[src/rtl/wdt_pkg.sv]
package wdt_pkg;

    typedef struct packed {
        logic rst_req;
        logic wake_req;
        logic to_flag;
        logic tmr_tick;
    } wdt_out_t;

    localparam wdt_out_t WDT_OUT_RESET = '{rst_req: 1'b0, wake_req: 1'b0,
                                           to_flag: 1'b1, tmr_tick: 1'b0};

endpackage

[src/rtl/wdt_base_cnt.sv]
module wdt_base_cnt #(
    parameter int BASE_W = 8
) (
    input  logic clk,
    input  logic rst_n,
    input  logic tick_i,
    input  logic en_i,
    input  logic clr_i,
    output logic ovf_o
);
    typedef struct packed {
        logic [BASE_W-1:0] cnt;
    } base_st_t;

    base_st_t st_d, st_q;

    always_comb begin
        st_d  = st_q;
        ovf_o = 1'b0;
        if (clr_i || !en_i) begin
            st_d.cnt = '0;
        end else if (tick_i) begin
            st_d.cnt = st_q.cnt + 1'b1;
            ovf_o    = (st_q.cnt == {BASE_W{1'b1}});
        end
    end

    always_ff @(posedge clk or negedge rst_n) begin
        if (!rst_n) st_q <= '0;
        else        st_q <= st_d;
    end
endmodule

[src/rtl/wdt_prescaler.sv]
module wdt_prescaler #(
    parameter int PRE_W  = 8,
    parameter int RATE_W = 3
) (
    input  logic              clk,
    input  logic              rst_n,
    input  logic              inc_i,
    input  logic              clr_i,
    input  logic [RATE_W-1:0] rate_i,
    output logic              tap_evt_o
);
    localparam int NTAP = 1 << RATE_W;

    typedef struct packed {
        logic [PRE_W-1:0] cnt;
    } pre_st_t;

    pre_st_t          st_d, st_q;
    logic [NTAP-1:0]  tap_full;

    for (genvar k = 0; k < NTAP; k++) begin : g_tap
        assign tap_full[k] = &st_q.cnt[k:0];
    end

    always_comb begin
        st_d      = st_q;
        tap_evt_o = 1'b0;
        if (clr_i) begin
            st_d.cnt = '0;
        end else if (inc_i) begin
            st_d.cnt  = st_q.cnt + 1'b1;
            tap_evt_o = tap_full[rate_i];
        end
    end

    always_ff @(posedge clk or negedge rst_n) begin
        if (!rst_n) st_q <= '0;
        else        st_q <= st_d;
    end
endmodule

[src/rtl/wdt_resp.sv]
module wdt_resp (
    input  logic clk,
    input  logic rst_n,
    input  logic timeout_i,
    input  logic asleep_i,
    input  logic clr_any_i,
    input  logic tmr_evt_i,
    output logic rst_req_o,
    output logic wake_req_o,
    output logic to_flag_o,
    output logic tmr_tick_o
);
    import wdt_pkg::*;

    wdt_out_t out_d, out_q;

    always_comb begin
        out_d          = out_q;
        out_d.rst_req  = timeout_i && !asleep_i;
        out_d.wake_req = timeout_i && asleep_i;
        out_d.tmr_tick = tmr_evt_i;
        if (clr_any_i)      out_d.to_flag = 1'b1;
        else if (timeout_i) out_d.to_flag = 1'b0;
    end

    always_ff @(posedge clk or negedge rst_n) begin
        if (!rst_n) out_q <= WDT_OUT_RESET;
        else        out_q <= out_d;
    end

    assign rst_req_o  = out_q.rst_req;
    assign wake_req_o = out_q.wake_req;
    assign to_flag_o  = out_q.to_flag;
    assign tmr_tick_o = out_q.tmr_tick;
endmodule

[src/rtl/wdt_shared_prescale.sv]
module wdt_shared_prescale #(
    parameter int BASE_W = 8,
    parameter int PRE_W  = 8,
    parameter int RATE_W = 3
) (
    input  logic              clk,
    input  logic              rst_n,
    input  logic              wdt_tick_i,
    input  logic              tmr_src_i,
    input  logic              clr_wdt_i,
    input  logic              sleep_enter_i,
    input  logic              asleep_i,
    input  logic              wdt_en_i,
    input  logic              pre_to_wdt_i,
    input  logic [RATE_W-1:0] rate_i,
    output logic              rst_req_o,
    output logic              wake_req_o,
    output logic              to_flag_o,
    output logic              tmr_tick_o
);
    logic clr_any;
    logic base_ovf;
    logic pre_inc;
    logic pre_clr;
    logic tap_evt;
    logic timeout;
    logic tmr_evt;

    assign clr_any = clr_wdt_i || sleep_enter_i;

    wdt_base_cnt #(.BASE_W(BASE_W)) i_base (
        .clk    (clk),
        .rst_n  (rst_n),
        .tick_i (wdt_tick_i),
        .en_i   (wdt_en_i),
        .clr_i  (clr_any),
        .ovf_o  (base_ovf)
    );

    // Prescaler input and clear follow the assignment bit
    assign pre_inc = pre_to_wdt_i ? base_ovf : tmr_src_i;
    assign pre_clr = pre_to_wdt_i && clr_any;

    wdt_prescaler #(.PRE_W(PRE_W), .RATE_W(RATE_W)) i_pre (
        .clk       (clk),
        .rst_n     (rst_n),
        .inc_i     (pre_inc),
        .clr_i     (pre_clr),
        .rate_i    (rate_i),
        .tap_evt_o (tap_evt)
    );

    assign timeout = pre_to_wdt_i ? tap_evt   : base_ovf;
    assign tmr_evt = pre_to_wdt_i ? tmr_src_i : tap_evt;

    wdt_resp i_resp (
        .clk        (clk),
        .rst_n      (rst_n),
        .timeout_i  (timeout),
        .asleep_i   (asleep_i),
        .clr_any_i  (clr_any),
        .tmr_evt_i  (tmr_evt),
        .rst_req_o  (rst_req_o),
        .wake_req_o (wake_req_o),
        .to_flag_o  (to_flag_o),
        .tmr_tick_o (tmr_tick_o)
    );
endmodule

[config.mk]
export PLATFORM = sky130hd
export DESIGN_NAME = wdt_shared_prescale
export DESIGN_NICKNAME = d
export VERILOG_FILES = /design/src/rtl/wdt_pkg.sv /design/src/rtl/wdt_base_cnt.sv /design/src/rtl/wdt_prescaler.sv /design/src/rtl/wdt_resp.sv /design/src/rtl/wdt_shared_prescale.sv
export SDC_FILE = /design/constraint.sdc
export NUM_CORES = 1
export LEC_CHECK = 0
export BUFFER_PORTS_ARGS = -buffer_cell sky130_fd_sc_hd__buf_2
export CELL_PAD_IN_SITES_DETAIL_PLACEMENT = 0
export CELL_PAD_IN_SITES_GLOBAL_PLACEMENT = 2
export CORE_MARGIN = 10
export CORE_UTILIZATION = 37
export CTS_BUF_LIST = sky130_fd_sc_hd__clkbuf_8
export CTS_CLUSTER_SIZE = 30
export DETAILED_ROUTE_END_ITERATION = 12
export GPL_ROUTABILITY_DRIVEN = 1
export MAX_ROUTING_LAYER = met4
export PLACE_DENSITY_LB_ADDON = 0.3
export SLEW_MARGIN = 20
export SYNTH_ARGS = -nofsm -noshare
export SYNTH_HDL_FRONTEND = slang
export SYNTH_SLANG_ARGS = --single-unit
[constraint.sdc]
create_clock -name clk -period 2.37 [get_ports clk]
set_input_delay 0.1185 -clock clk [delete_from_list [all_inputs] [get_ports clk]]
set_output_delay 0.1185 -clock clk [all_outputs]
set_load 0.03 [all_outputs]
==> results.cfg <==
[logic_synthesis]
syn_nets = 132
ys_ff_latch = 20
synth_edf_count = 0
yosys_warnings = 0
synthTopCellsByArea = dfrtp_1 (42%), mux2i_1 (5.3%), ha_1 (4.4%)
syn_area_um2 = 1132
ys_seq_area_frac = 0.4431
synth_cell_type_count = 33
synth_top_area_frac = 0.4199
avgSynthCellArea_um2 = 9.762
yosysTopAreaCell = dfrtp_1
async_reset_ff_frac = 1.000
synth_cells = 116
synthFlopType = dfrtp_1

[setup_path]
r2r-start = i_base.st_q[0]
arrival_ns = 2.19
required_ns = 2.56
crit_path_start_kind = flop
criticalPathCategory = flop to flop
crit_end = i_pre.st_q[2]
r2r_slack_ns = 0.36
startpoint = i_base.st_q[0]
reg2reg_depth = 5
rr_endpoint = i_pre.st_q[2]
cp_max_fo = 12
cp-end-kind = flop

[drt]
routed-wl-met3_um = 113
antenna_left = 0
drt-initial-drc-count = 36
firstDrtPassIters = 4
vias = 896
route.met2.wl_mm = 1.112
routed_via_density = 5.398
drc = 0
drt-met1-wl_mm = 1.139
wl_per_cell_um = 14.36
highest-signal-layer = met4
route.final.wire_length_mm = 2.383

[timing]
finalCriticalPeriod_ns = 2.006
hold_viol = 0
skew_ns = 0.001829
rsz0062_at_grt = false
tightestPinTransition_ns = 0.8936
setup_viol = 0
slew_viol_final = 0
relSlewSlack = 0.4030
fmax_mhz = 498.5
timing.final.ws_setup_ns = 0.3640
timing.setup.tns_ns = 0
post-route-period-util = 0.8464

[cells_and_area]
fill_cells = 321
n_antenna_cell = 0
syn_to_final_growth_pct = 12.49
final_cell_area_um2 = 1274
drive_above_1_share = 0.2030
fin_util = 0.4242
final_nets = 150

[global_routing]
antenna_found_initial = 0
overflow = 0
grt_pass1_vias = 891
grt_max_degree = 21
grt.total_usage = 0.09454
grt_pass1_wl_mm = 4.057

[clock_network]
clk_path_buf_depth = 2
cts_tree = yes
post_cts_buffers = 0
cts.sinks = 20
numCtsBuffers = 3
clk_pin_slew_ns = 0.07
cts_root_buf = clkbuf_8
cts_htree_levels = 1
clock_latency_ns = 0.26

[die]
die_area_um2 = 5673
die_y_um = 75.32
start_util = 0.3771
die_w_um = 75.32
core_um2 = 3003
ios = 16
placementRows = 20

[min_path]
hold_class = input port to flop

[power]
vdd_drop_max_mv = 0.2157
powerDensity_nw_per_um2 = 499.8
leakage_nw = 0.6062

[placement]
routabilityCongestion = 0.8663
place.port_buffers = 15
place_ws_ns = 0.3691
place_area_um2 = 1219
hpwlAfterDp_mm = 1.828

[job]
cap_violations = 0

[run_status]
status = completed
state kept, by name, indices dropped and copies added, names as in the netlist:
name               flops
i_resp.wake_req_o      1
i_pre.st_q             8
i_resp.rst_req_o       1
i_resp.to_flag_o       1
i_resp.tmr_tick_o      1
i_base.st_q            8
synth_stat cells (4+ instances only):
master   number
dfrtp_1      19
nand2_1      13
nor2_1       11
o21ai_0       7
mux2i_1       6
a21oi_1       5
and3_1        5
xor2_1        5
ha_1          4
inv_1         4
nand4_1       4
o21ai_2       4
metrics by stage:
step | hold slack, ns | instances | total power, mW
2_1_floorplan | -0.1771 | 116 | 0.3890
3_3_place_gp | 0.09807 | 161 | 0.4164
6_report | 0.02098 | 166 | 0.6366
4_1_cts | 0.01678 | 166 | 0.6491
3_5_place_dp | 0.1040 | 161 | 0.4170
5_1_grt | 0.02010 | 166 | 0.6744
cells by family (layout without fill, tap and decap cells):
family / after synthesis / after routing / share of synthesized area
and+or+nand+nor: 50 / 50 / 0.2398
buffers and inverters: 7 / 24 / 0.03978
adders and majority gates: 4 / 4 / 0.04420
DFF: 20 / 20 / 0.4431
muxes: 6 / 6 / 0.05304
AOI/OAI and AO/OA: 23 / 23 / 0.1337
xor gates and xnor gates: 6 / 6 / 0.04641
worst max-delay path, cell delays in order, from the launching register on:
cell and delay (ns):
dfrtp_1 0.42, ha_1 0.19, nand4_1 0.25, nor4_4 0.72
o21ai_0 0.17, a21oi_1 0.18
timing repair:
action,CTS,global route
hold buffers,1,0
resized for setup,0,0
endpoints found under the hold margin,19,0
worst min path at each step:
stage,startpoint,to,slack [ns],cells after the start
CTS,asleep_i,i_resp.rst_req_o,0.02,2
detailed placement,rst_n,i_pre.st_q[2],0.10,1
floorplan,rst_n,i_base.st_q[0],-0.18,0
global route,asleep_i,i_resp.rst_req_o,0.02,2
global placement,rst_n,i_pre.st_q[2],0.1,1
finish,asleep_i,i_resp.rst_req_o,0.02,2
power breakdown:
part           switching [mW]  internal, mW  total (mW)  leakage [nW]
registers             0.00524         0.346       0.352         0.273
clock network           0.112         0.115       0.227        0.0269
logic                  0.0361        0.0217      0.0578         0.307
cell usage in the layout (no fill, tap or decap), drive strengths merged, types with 2 or more instances in the layout:
cell type,Yosys,layout
nor2,11,11
a21oi,5,5
buf,3,15
inv,4,5
nor2b,2,2
nand4,4,4
nand3,3,3
nand2,13,13
and3,5,5
clkbuf,0,3
nor4,2,2
ha,4,4
o21ai,11,11
mux2i,6,6
nor3,3,3
xor2,5,5
or3b,4,4
dfrtp,19,19
cell type report:
type	instances	area, um2	area share
multi-input cells	89	585.6	0.4597
flip-flops and latches	20	501.7	0.3939
repair buffers	16	85.08	0.06680
clock buffers	3	41.29	0.03242
well taps	33	41.29	0.03242
inverters	4	15.01	0.01179
clock inverters	1	3.754	0.002947
layer usage:
layer  vias up  global-route usage
met4         0             0.04330
met5         -                   -
met2        12              0.1454
li1        444                   -
met1       438              0.1143
met3         2             0.02344
Power figures use the tool's default switching activity.
